### config.mk
export PLATFORM = sky130hd
export DESIGN_NAME = mdio_master
export DESIGN_NICKNAME = d
export VERILOG_FILES = /design/src/rtl/mdio_pkg.sv /design/src/rtl/mdio_half_timer.sv /design/src/rtl/mdio_frame_build.sv /design/src/rtl/mdio_master.sv
export SDC_FILE = /design/constraint.sdc
export NUM_CORES = 1
export LEC_CHECK = 0
export BUFFER_PORTS_ARGS = -buffer_cell sky130_fd_sc_hd__buf_2
export CAP_MARGIN = 20
export CORE_ASPECT_RATIO = 1.75
export CORE_MARGIN = 5
export CORE_UTILIZATION = 52
export CTS_CLUSTER_SIZE = 28
export DETAILED_ROUTE_END_ITERATION = 7
export GPL_ROUTABILITY_DRIVEN = 0
export HOLD_SLACK_MARGIN = 0.08
export PLACE_DENSITY = 0.75
export SLEW_MARGIN = 20
export SYNTH_ARGS = -nofsm -noshare
export SYNTH_HDL_FRONTEND = slang
export SYNTH_SLANG_ARGS = --single-unit
export TNS_END_PERCENT = 5
### constraint.sdc
create_clock -name clk -period 1.9 [get_ports clk]
set_input_delay 0 -clock clk [delete_from_list [all_inputs] [get_ports clk]]
set_output_delay 0 -clock clk [all_outputs]
set_load 0.005 [all_outputs]
### src/rtl/mdio_pkg.sv
package mdio_pkg;

    localparam int PRE_BITS   = 32;
    localparam int CMD_BITS   = 16;
    localparam int DATA_BITS  = 16;
    localparam int FRAME_BITS = PRE_BITS + CMD_BITS + DATA_BITS;
    localparam int IDX_W      = $clog2(FRAME_BITS);

    // first bit period in which a read frees the data line (turnaround)
    localparam int TA_FIRST   = PRE_BITS + CMD_BITS - 2;
    // first bit period carrying data
    localparam int DATA_FIRST = PRE_BITS + CMD_BITS;

    localparam logic [CMD_BITS-1:0] CMD_RD_BASE = 16'h6000;
    localparam logic [CMD_BITS-1:0] CMD_WR_BASE = 16'h5002;

    typedef enum logic {
        MM_IDLE = 1'b0,
        MM_RUN  = 1'b1
    } mm_state_e;

    typedef struct packed {
        mm_state_e               state;
        logic                    is_read;
        logic [IDX_W-1:0]        bit_idx;
        logic                    mdc;
        logic                    oe;
        logic                    done;
        logic [FRAME_BITS-1:0]   frame;
        logic [DATA_BITS-1:0]    rdata;
    } mm_regs_t;

endpackage

### src/rtl/mdio_half_timer.sv
module mdio_half_timer #(
    parameter int HALF = 10
) (
    input  logic clk,
    input  logic rst_n,
    input  logic run_i,
    output logic tick_o
);

    localparam int CW = (HALF > 1) ? $clog2(HALF) : 1;
    localparam logic [CW-1:0] LAST = CW'(HALF - 1);

    logic [CW-1:0] cnt_d, cnt_q;

    always_comb begin
        tick_o = run_i && (cnt_q == LAST);
        if (!run_i || tick_o) begin
            cnt_d = '0;
        end else begin
            cnt_d = cnt_q + CW'(1);
        end
    end

    always_ff @(posedge clk or negedge rst_n) begin
        if (!rst_n) begin
            cnt_q <= '0;
        end else begin
            cnt_q <= cnt_d;
        end
    end

endmodule

### src/rtl/mdio_frame_build.sv
module mdio_frame_build
    import mdio_pkg::*;
(
    input  logic                  op_read_i,
    input  logic [4:0]            phy_addr_i,
    input  logic [4:0]            reg_addr_i,
    input  logic [DATA_BITS-1:0]  wdata_i,
    output logic [FRAME_BITS-1:0] frame_o
);

    logic [CMD_BITS-1:0] cmd;
    logic [DATA_BITS-1:0] tail;

    always_comb begin
        cmd  = (op_read_i ? CMD_RD_BASE : CMD_WR_BASE)
             | {4'b0, phy_addr_i, 7'b0}
             | {9'b0, reg_addr_i, 2'b0};
        // a read does not drive the data field; ones keep the line idle-high
        tail = op_read_i ? {DATA_BITS{1'b1}} : wdata_i;
        frame_o = {{PRE_BITS{1'b1}}, cmd, tail};
    end

endmodule

### src/rtl/mdio_master.sv
module mdio_master
    import mdio_pkg::*;
#(
    parameter int CLK_HZ     = 50_000_000,
    parameter int MDC_MAX_HZ = 2_500_000
) (
    input  logic        clk,
    input  logic        rst_n,
    input  logic        start_i,
    input  logic        op_read_i,
    input  logic [4:0]  phy_addr_i,
    input  logic [4:0]  reg_addr_i,
    input  logic [15:0] wdata_i,
    input  logic        mdi_i,
    output logic        mdc_o,
    output logic        mdo_o,
    output logic        mdo_oe_o,
    output logic [15:0] rdata_o,
    output logic        done_o
);

    localparam int HALF_CLKS = (CLK_HZ + 2 * MDC_MAX_HZ - 1) / (2 * MDC_MAX_HZ);
    localparam logic [IDX_W-1:0] LAST_IDX  = IDX_W'(FRAME_BITS - 1);
    localparam logic [IDX_W-1:0] TA_IDX    = IDX_W'(TA_FIRST);
    localparam logic [IDX_W-1:0] DATA_IDX  = IDX_W'(DATA_FIRST);

    mm_regs_t r_d, r_q;
    logic tick;
    logic [FRAME_BITS-1:0] new_frame;

    mdio_half_timer #(.HALF(HALF_CLKS)) u_timer (
        .clk    (clk),
        .rst_n  (rst_n),
        .run_i  (r_q.state == MM_RUN),
        .tick_o (tick)
    );

    mdio_frame_build u_build (
        .op_read_i  (op_read_i),
        .phy_addr_i (phy_addr_i),
        .reg_addr_i (reg_addr_i),
        .wdata_i    (wdata_i),
        .frame_o    (new_frame)
    );

    always_comb begin
        r_d      = r_q;
        r_d.done = 1'b0;
        case (r_q.state)
            MM_IDLE: begin
                if (start_i) begin
                    r_d.state   = MM_RUN;
                    r_d.is_read = op_read_i;
                    r_d.bit_idx = '0;
                    r_d.mdc     = 1'b0;
                    r_d.oe      = 1'b1;
                    r_d.frame   = new_frame;
                end
            end
            MM_RUN: begin
                if (tick) begin
                    if (!r_q.mdc) begin
                        // end of low phase: raise clock, sample PHY data
                        r_d.mdc = 1'b1;
                        if (r_q.is_read && r_q.bit_idx >= DATA_IDX) begin
                            r_d.rdata = {r_q.rdata[DATA_BITS-2:0], mdi_i};
                        end
                    end else begin
                        // end of high phase: drop clock, advance bit
                        r_d.mdc = 1'b0;
                        if (r_q.bit_idx == LAST_IDX) begin
                            r_d.state = MM_IDLE;
                            r_d.oe    = 1'b0;
                            r_d.done  = 1'b1;
                        end else begin
                            r_d.bit_idx = r_q.bit_idx + IDX_W'(1);
                            r_d.frame   = {r_q.frame[FRAME_BITS-2:0], 1'b1};
                            if (r_q.is_read && (r_q.bit_idx + IDX_W'(1)) == TA_IDX) begin
                                r_d.oe = 1'b0;
                            end
                        end
                    end
                end
            end
            default: r_d.state = MM_IDLE;
        endcase
    end

    always_ff @(posedge clk or negedge rst_n) begin
        if (!rst_n) begin
            r_q <= '{state: MM_IDLE, is_read: 1'b0, bit_idx: '0, mdc: 1'b0,
                     oe: 1'b0, done: 1'b0, frame: '1, rdata: '0};
        end else begin
            r_q <= r_d;
        end
    end

    assign mdc_o    = r_q.mdc;
    assign mdo_o    = r_q.frame[FRAME_BITS-1];
    assign mdo_oe_o = r_q.oe;
    assign rdata_o  = r_q.rdata;
    assign done_o   = r_q.done;

endmodule

==> flow_summary.yaml, run 1 <==
clock_tree:
  clk_pin_slew_ns: 0.07
  cts_tree: "yes"
  cts-root-buf: "clkbuf_16"
  h-tree-depth: 3
  cts_buffers: 9
  clkSinkCount: 95
  clk_latency_ns: 0.34
  cts_max_path_buffers: 2
yosys:
  netlist.area_leader.share_pct: 35.61
  synth.distinct_cells: 45
  postSynthAreaPerCell_um2: 9.983
  ys_seq_elements: 95
  synth_nets: 508
  ys_seq_area_share_pct: 52.04
  syn_area_mm2: 0.004722
  synth_area_leaders: "dfstp_2, dfrtp_1, nand2_1"
  yosysWarnings: 0
  synthCells: 473
  synth_top_area_cell: "dfstp_2"
floorplan:
  start_util_pct: 52.59
  die-area_mm2: 0.01116
  die_h_um: 136.1
  rows: 46
  ios: 51
  coreArea_mm2: 0.008979
  die_w_um: 82.04
worst_setup_path:
  required_ns: 2.18
  path_delay_family: "simple AND/OR/NAND/NOR gates"
  critPathCaptureType: "flop"
  max_stage_delay_ns: 0.42
  reg2reg_slack_ns: 0.13
  worstPathCellList: "inv_2 -> ha_4 -> and4b_2 -> o211ai_4 -> buf_12 -> or3_1 -> nand3_1"
  path_buf_inv: 2
  worstSetupPathType: "flop to flop"
  worst_r2r_endpoint: "r_q[86]"
  cp_max_fo: 29
  worstPathArrival_ns: 2.05
  critPathLaunchType: "flop"
  r2r-start: "u_timer.cnt_q[1]"
  reg2reg_depth: 7
  critPathSlowestCell: "dfrtp_1"
cells_and_area:
  final_core_util_pct: 64.02
  finalNonFillerCells: 667
  final_common_cell: "nand2_1"
  finalNetCount: 577
  fill_cells: 728
  final_cell_mix: "nand2_1, dfstp_2, o21ai_0"
  drive_gt1_share_pct: 36.56
  diodes: 0
  fin_area_mm2: 0.005748
  area_growth_syn_to_layout_pct: 21.73
sta:
  fin_skew_ns: 0.01106
  rsz0062_at_grt: "false"
  finalSetupViolations: 0
  layout_setup_ws_ns: 0.1307
  worstMarginPinSlew_ns: 0.5897
  max_freq_mhz: 565.2
  hold_viol: 0
  relSlewSlack_pct: 60.69
  post-route-period-util_pct: 93.12
  fin_tns_setup_ns: 0
  fin_crit_ns: 1.769
  drv_slew: 0
route:
  routed_wl_mm: 10.09
  wl_per_cell_um: 15.13
  wl_met1_mm: 4.048
  drt_iter0_drc: 214
  drtPass1Iterations: 4
  vias: 3675
  top_layer_used: "met4"
  met2_length_mm: 5.491
  vias_per_cell: 5.510
  ant_nets: 0
  route.met3.wl_um: 288
  drc_errors: 0
global_routing:
  grt_usage_pct: 19.66
  grt_antenna_before_repair: 0
  grt_max_degree: 49
  gr-total-overflow: 0
  grt_pass1_wl_mm: 17.38
  grt_pass1_vias: 3818
worst_hold_path:
  hold_start: "start_i"
  hold_class: "input pin to flop"
  worstHoldPathCells: 2
  min_to: "mdc_o"
outcome:
  status: "finished clean"
placed_design:
  place_ws_ns: 0.01701
  dp_hpwl_mm: 6.624
  dpl.cell_count: 619
  io_buffers: 50
  placed_area_mm2: 0.005115
run:
  drv_cap: 0
power_and_ir_drop:
  powerDensity_mw_per_mm2: 1085
  leakage_nw: 2.504
  irDropWorstVdd_mv: 0.7173
==> cell usage after synthesis (all sizes together) <==
| master | n |
|---|---|
| nand2 | 90 |
| o21ai | 66 |
| dfstp | 64 |
| dfrtp | 31 |
| buf | 27 |
| nor2 | 26 |
| clkbuf | 21 |
| nor3 | 20 |
| a211oi | 19 |
| mux2 | 16 |
| mux2i | 16 |
| nand2b | 16 |
| a2bb2oi | 11 |
| nand3 | 9 |
| a21oi | 6 |
| inv | 5 |
| ha | 4 |
| a22oi | 2 |
| a31oi | 2 |
| and3 | 2 |
| nand4b | 2 |
| nor4 | 2 |
| or3 | 2 |
| xnor2 | 2 |
| a311oi | 1 |
| a41oi | 1 |
| and2 | 1 |
| and4b | 1 |
| nand3b | 1 |
| nand4 | 1 |
| nor2b | 1 |
| nor4b | 1 |
| o211ai | 1 |
| o21a | 1 |
| o311a | 1 |
| o31ai | 1 |
==> sequential cells by signal (all words and copies together), names as in the netlist <==
signal	flops
u_timer.cnt_q	4
done_o	1
r_q	71
mdc_o	1
mdo_oe_o	1
rdata_o	16
mdo_o	1
==> worst register-to-register path: stages (launching register included) <==
cell and delay (ns):
dfrtp_1 0.42, inv_2 0.08, ha_4 0.16, and4b_2 0.27, o211ai_4 0.16, buf_12 0.21, or3_1 0.34, nand3_1 0.08
==> per-stage QoR <==
| stage | total power (W) | hold slack [ns] |
|---|---|---|
| 2_1_floorplan | 0.004010 | -0.2956 |
| 3_3_place_gp | 0.004348 | 0.04688 |
| 3_5_place_dp | 0.004432 | 0.05184 |
| 4_1_cts | 0.006237 | 0.1205 |
| 5_1_grt | 0.006605 | 0.1496 |
| 6_report | 0.006239 | 0.1347 |
==> report_power, final <==
group          internal (W)  switching, W
clock network      0.000915      0.000812
registers           0.00285      0.000377
logic              0.000647      0.000643
==> what timing repair did <==
| item | in CTS | in global routing |
|---|---|---|
| endpoints found under the hold margin | 75 | 0 |
| pin swaps | 1 | 3 |
| hold buffers | 29 | 0 |
| setup buffers | 1 | 2 |
| resized for setup | 0 | 9 |
| setup endpoints to repair | 1 | 51 |
==> final cells by class <==
type                            instances  area [um^2]  share of cell area, %
Clock buffer                            9        225.2                  3.918
Sequential cell                        95         2457                  42.75
Inverter                                5        18.77                 0.3265
Timing Repair Buffer                  106        815.8                  14.19
Clock inverter                          7        62.56                  1.088
Multi-Input combinational cell        325         2018                  35.11
Tap cell                              120        150.1                  2.612
==> metal layers <==
layer	GRT usage [%]	vias to the layer above
met5	0	-
met4	8.318	0
met3	2.785	29
met2	34.61	77
met1	23.31	1804
li1	-	1765
==> cell families after synthesis <==
logic type | share of synthesized area, %
mux | 7.207
compound gates | 16.27
xor+xnor | 0.3710
flops | 52.04
buf+inv | 6.227
simple gates | 16.83
fa+ha+maj | 1.060
==> how the worst max path moves through the flow <==
stage	startpoint	end	slack, ns	cells past startpoint
CTS	u_timer.cnt_q[0]	r_q[22]	0.03	6
global placement	u_timer.cnt_q[1]	r_q[86]	0.1	7
floorplan	r_q[83]	r_q[44]	0.09	6
detailed placement	u_timer.cnt_q[1]	r_q[33]	0.02	7
finish	u_timer.cnt_q[1]	r_q[86]	0.13	7
global route	u_timer.cnt_q[1]	r_q[86]	0.02	7
No activity file was read; power rests on OpenSTA's default activity.
==> inputs of run 2 (changes only) <==
PLACE_DENSITY = 0.72   (was 0.75)
clock period = 1.8 ns   (was 1.9 ns; I/O delays follow)
==> run 2 against run 1 <==
- first-iteration DRC count rose by 14%
- count of clock-buffer cells in the layout stayed put
- sequential cell count is the same
- critical path depth increased by 2
- sequential share of layout area decreased by 2.1 points
- fmax decreased by 1.0%
- wire length grew 9.4%
- global-route usage is 0.84 points higher
- via count rose by 2.3%
- cell area grew 5.3%
- critical path type unchanged
- largest power group unchanged
- highest routed layer unchanged
==> flow_summary.yaml, run 2 (synthesized netlist as in run 1, its figures left out) <==
sta:
  rsz0062_at_grt: "true"
  hold_viol: 0
  layout_setup_ws_ns: 0.01231
  fin_crit_ns: 1.788
  drv_slew: 0
  worstMarginPinSlew_ns: 0.4634
  relSlewSlack_pct: 69.11
  finalSetupViolations: 0
  post-route-period-util_pct: 99.32
  fin_skew_ns: 0.01025
  max_freq_mhz: 559.4
worst_setup_path:
  reg2reg_depth: 9
  r2r-start: "u_timer.cnt_q[1]"
  required_ns: 2.06
  critPathLaunchType: "flop"
  worstPathArrival_ns: 2.05
  critPathCaptureType: "flop"
  cp_max_fo: 17
  worstSetupPathType: "flop to flop"
  worst_r2r_endpoint: "r_q[38]"
  reg2reg_slack_ns: 0.01
placed_design:
  dp_hpwl_mm: 6.674
  io_buffers: 50
  placed_area_mm2: 0.005187
  place_ws_ns: -0.05957
global_routing:
  grt_antenna_before_repair: 0
  grt_pass1_vias: 3825
  grt_max_degree: 39
  gr-total-overflow: 0
  grt_pass1_wl_mm: 17.80
  grt_usage_pct: 20.50
route:
  drtPass1Iterations: 4
  drc_errors: 0
  wl_per_cell_um: 16.05
  drt_iter0_drc: 243
  ant_nets: 0
  vias: 3758
  routed_wl_mm: 11.04
  vias_per_cell: 5.462
floorplan:
  die-area_mm2: 0.01116
  rows: 46
  start_util_pct: 52.59
  coreArea_mm2: 0.008979
  ios: 51
  die_h_um: 136.1
  die_w_um: 82.04
cells_and_area:
  largest_reg_flops: 71
  final_cell_mix: "nand2_1, dfstp_2, o21ai_0"
  diodes: 0
  top_register: "r_q"
  finalNetCount: 598
  fin_area_mm2: 0.006052
  final_common_cell: "nand2_1"
  drive_gt1_share_pct: 39.08
  final_core_util_pct: 67.41
  area_growth_syn_to_layout_pct: 28.17
run:
  drv_cap: 0
worst_hold_path:
  hold_class: "input pin to async pin"
clock_tree:
  clk_latency_ns: 0.35
  cts_tree: "yes"
  cts_buffers: 9
  cts_max_path_buffers: 2
  h-tree-depth: 3
  clk_pin_slew_ns: 0.06
  clkSinkCount: 95
  cts-root-buf: "clkbuf_16"
power_and_ir_drop:
  irDropWorstVdd_mv: 0.6988
  powerDensity_mw_per_mm2: 1155
  leakage_nw: 2.679
outcome:
  status: "finished clean"
==> run 2: cell count changes in the layout (fill, tap and decap cells not counted), moves of 2 or more <==
cell,before,now
buf_12,5,9
a2bb2oi_1,11,9
buf_4,21,35
inv_6,3,0
a2bb2oi_2,0,2
o21ai_0,63,56
clkinv_2,0,3
o21ai_1,3,10
bufinv_16,0,2
==> run 2: how the worst max path moves through the flow <==
stage | from | end | slack [ns] | cells past startpoint
detailed placement | u_timer.cnt_q[1] | r_q[50] | -0.06 | 7
CTS | u_timer.cnt_q[1] | r_q[22] | 0.007 | 8
floorplan | r_q[83] | r_q[44] | -0.006 | 6
finish | u_timer.cnt_q[1] | r_q[38] | 0.01 | 9
global placement | u_timer.cnt_q[1] | r_q[69] | -0.009 | 7
global route | u_timer.cnt_q[1] | r_q[18] | -0.06 | 8
==> run 2: report_power, final <==
part / leakage (nW) / total (W) / internal (W) / switching [W]
logic: 1.44 / 0.00160 / 0.000817 / 0.000780
clock network: 0.157 / 0.00200 / 0.00121 / 0.000792
registers: 1.08 / 0.00340 / 0.00301 / 0.000389
==> run 2: area by class of cell <==
| class | instances | area [um^2] |
|---|---|---|
| multi-input cells | 325 | 2042 |
| fillers | 709 | 2927 |
| flip-flops and latches | 95 | 2457 |
| clock inverters | 7 | 87.58 |
| repair buffers | 127 | 1071 |
| inverters | 5 | 18.77 |
| clock buffers | 9 | 225.2 |
| well taps | 120 | 150.1 |
==> run 2: critical path, stage by stage (launching register included) <==
cell       delay (ns)
dfrtp_1          0.41
inv_2            0.09
ha_4             0.16
and4b_2          0.28
o211ai_4         0.12
buf_12           0.15
buf_12           0.12
buf_16           0.14
o21ai_1          0.17
a2bb2oi_2        0.08
==> run 2: per-stage QoR <==
step | setup TNS, ns | total power [W] | cells | hold slack, ns
after floorplan | -0.006195 | 0.004233 | 473 | -0.2956
after global placement | -0.06305 | 0.004667 | 627 | -0.01686
after detailed placement | -1.231 | 0.004752 | 627 | -0.009761
after CTS | 0 | 0.006928 | 682 | 0.1593
after global routing | -0.6519 | 0.007349 | 688 | 0.2078
final | 0 | 0.006993 | 688 | 0.1572
==> run 2: what timing repair did <==
item                                   CTS  global route
endpoints found under the hold margin   86             0
setup endpoints to repair               50            64
gates cloned                             2             0
buffers inserted                         7             7
hold buffers                            30             0
resized for setup                        6            15
pin swaps                                2             7
==> run 2: per-layer routing <==
layer / vias up / global-route usage (%) / share of wire [%]
met5: - / 0 / 0
met4: 0 / 11.74 / 3.5
met3: 35 / 2.520 / 3.7
met2: 93 / 35.64 / 54
met1: 1825 / 23.55 / 39
li1: 1805 / - / -
==> inputs of run 3 (changes only) <==
SETUP_SLACK_MARGIN = 0.15   (was unset)
==> run 3 against run 2 <==
- fmax down 0.61%
- power is 5.1% higher
- first-iteration DRC count grew 23%
- clock power grew 7%
- critical endpoint is now r_q[47]
- critical path depth down 1
- largest power group unchanged
==> flow_summary.yaml, run 3 (synthesized netlist as in run 1, its figures left out) <==
sta:
  fin_tns_setup_ns: 0
  hold_viol: 0
  fin_skew_ns: 0.008835
  worstMarginPinSlew_ns: 0.4195
  max_freq_mhz: 556.0
  timing.hold.ws_ns: 0.1311
  fin_crit_ns: 1.799
  relSlewSlack_pct: 72.03
  finalSetupViolations: 0
  drv_slew: 0
  rsz0062_at_grt: "true"
  post-route-period-util_pct: 99.93
clock_tree:
  clk_pin_slew_ns: 0.07
  h-tree-depth: 3
  cts_max_path_buffers: 2
  cts_tree: "yes"
  cts-root-buf: "clkbuf_16"
  clkSinkCount: 95
  clk_latency_ns: 0.35
  cts_buffers: 9
floorplan:
  die_h_um: 136.1
  coreArea_mm2: 0.008979
  die-area_mm2: 0.01116
  rows: 46
  die_w_um: 82.04
  ios: 51
  start_util_pct: 52.59
cells_and_area:
  finalNetCount: 600
  top_register: "r_q"
  drive_gt1_share_pct: 45.79
  final_core_util_pct: 71.89
  largest_reg_flops: 71
  area_growth_syn_to_layout_pct: 36.70
  diodes: 0
  final_common_cell: "nand2_1"
  final_cell_mix: "nand2_1, dfstp_2, buf_2"
power_and_ir_drop:
  combPwrFrac_pct: 23.2
  switching_share_pct: 28.61
  seqPwrFrac_pct: 47.5
  clock_power_share_pct: 29.2
  irDropWorstVdd_mv: 0.7436
  leakage_nw: 2.823
  powerDensity_mw_per_mm2: 1139
  p_sw_w: 0.002103
  p_int_w: 0.005248
worst_hold_path:
  hold_class: "input pin to async pin"
worst_setup_path:
  cp_max_fo: 10
  r2r-start: "r_q[83]"
  reg2reg_slack_ns: 0.001
  critPathLaunchType: "flop"
  reg2reg_depth: 8
  critPathCaptureType: "flop"
  worstSetupPathType: "flop to flop"
  worst_r2r_endpoint: "r_q[47]"
  worstPathArrival_ns: 2.06
  required_ns: 2.06
global_routing:
  grt_antenna_before_repair: 0
  grt_pass1_vias: 3990
  grt_max_degree: 42
  gr-total-overflow: 0
  grt_pass1_wl_mm: 19.16
  grt_usage_pct: 22.33
route:
  vias: 3947
  vias_per_cell: 5.720
  wl_per_cell_um: 17.86
  routed_wl_mm: 12.32
  ant_nets: 0
  drtPass1Iterations: 5
  drc_errors: 0
  drt_iter0_drc: 298
run:
  drv_cap: 0
placed_design:
  dp_hpwl_mm: 6.589
  io_buffers: 50
outcome:
  status: "finished clean"
run 3: cell types whose count changed in the layout (fill, tap and decap cells not counted), moves of 4 or more:
cell	change
buf_16	+4
buf_4	-10
buf_6	+6
mux2_2	-16
mux2_4	+16
nand2_1	-12
nand2_2	+7
nand2_4	+5
o21ai_0	-23
o21ai_2	+20
run 3: routing by layer:
| metal | wire length [um] | GRT usage [%] | up-vias |
|---|---|---|---|
| met5 | 0 | 0 | - |
| li1 | - | - | 1811 |
| met2 | 6714 | 38.21 | 107 |
| met4 | 362 | 9.704 | 0 |
| met1 | 4792 | 26.50 | 1994 |
| met3 | 452 | 4.576 | 35 |
run 3: final cells by class:
type | instances | area [um^2]
Clock inverter | 7 | 111.4
Sequential cell | 95 | 2457
Clock buffer | 9 | 225.2
Inverter | 5 | 18.77
Multi-Input combinational cell | 325 | 2271
Fill cell | 615 | 2524
Timing Repair Buffer | 129 | 1221
Tap cell | 120 | 150.1
run 3: power groups by stage:
stage               Sequential [W]  Combinational, W  Clock, W
floorplan                  0.00329          0.000951         0
global placement           0.00335           0.00130         0
detailed placement         0.00338           0.00136         0
CTS                        0.00340           0.00156   0.00218
global route               0.00358           0.00189   0.00228
finish                     0.00349           0.00171   0.00215
run 3: how the worst max path moves through the flow:
stage | slack [ns] | endpoint | start
global route | -0.09 | r_q[47] | r_q[83]
finish | 0.001 | r_q[47] | r_q[83]
global placement | 0.08 | r_q[18] | u_timer.cnt_q[1]
CTS | 0.07 | r_q[19] | u_timer.cnt_q[1]
floorplan | 0.11 | r_q[70] | u_timer.cnt_q[1]
detailed placement | 0.02 | r_q[22] | r_q[83]
run 3: metrics by stage:
stage	setup WS, ns	cell area [um^2]	std cells	power, W
2_1_floorplan	0.1099	4748	473	0.004246
3_3_place_gp	0.08479	5175	621	0.004656
3_5_place_dp	0.01695	5175	621	0.004733
4_1_cts	0.06997	6206	685	0.007135
5_1_grt	-0.08826	6455	690	0.007744
6_report	0.001326	6455	690	0.007350
run 3: what timing repair did:
| item | in CTS | in global routing |
|---|---|---|
| resized for setup | 50 | 66 |
| gates cloned | 6 | 1 |
| endpoints found under the hold margin | 74 | 0 |
| setup buffers | 13 | 4 |
| pin swaps | 25 | 34 |
| hold buffers | 29 | 0 |
| endpoints found under the setup margin | 78 | 84 |
run 3: critical path, cell delays in order (launching register included):
cell and delay (ns):
dfrtp_1 0.40, ha_4 0.19, nand3_4 0.09, o211ai_4 0.35, buf_12 0.17, buf_12 0.11, buf_16 0.13, nor2_1 0.05
nor3_1 0.21
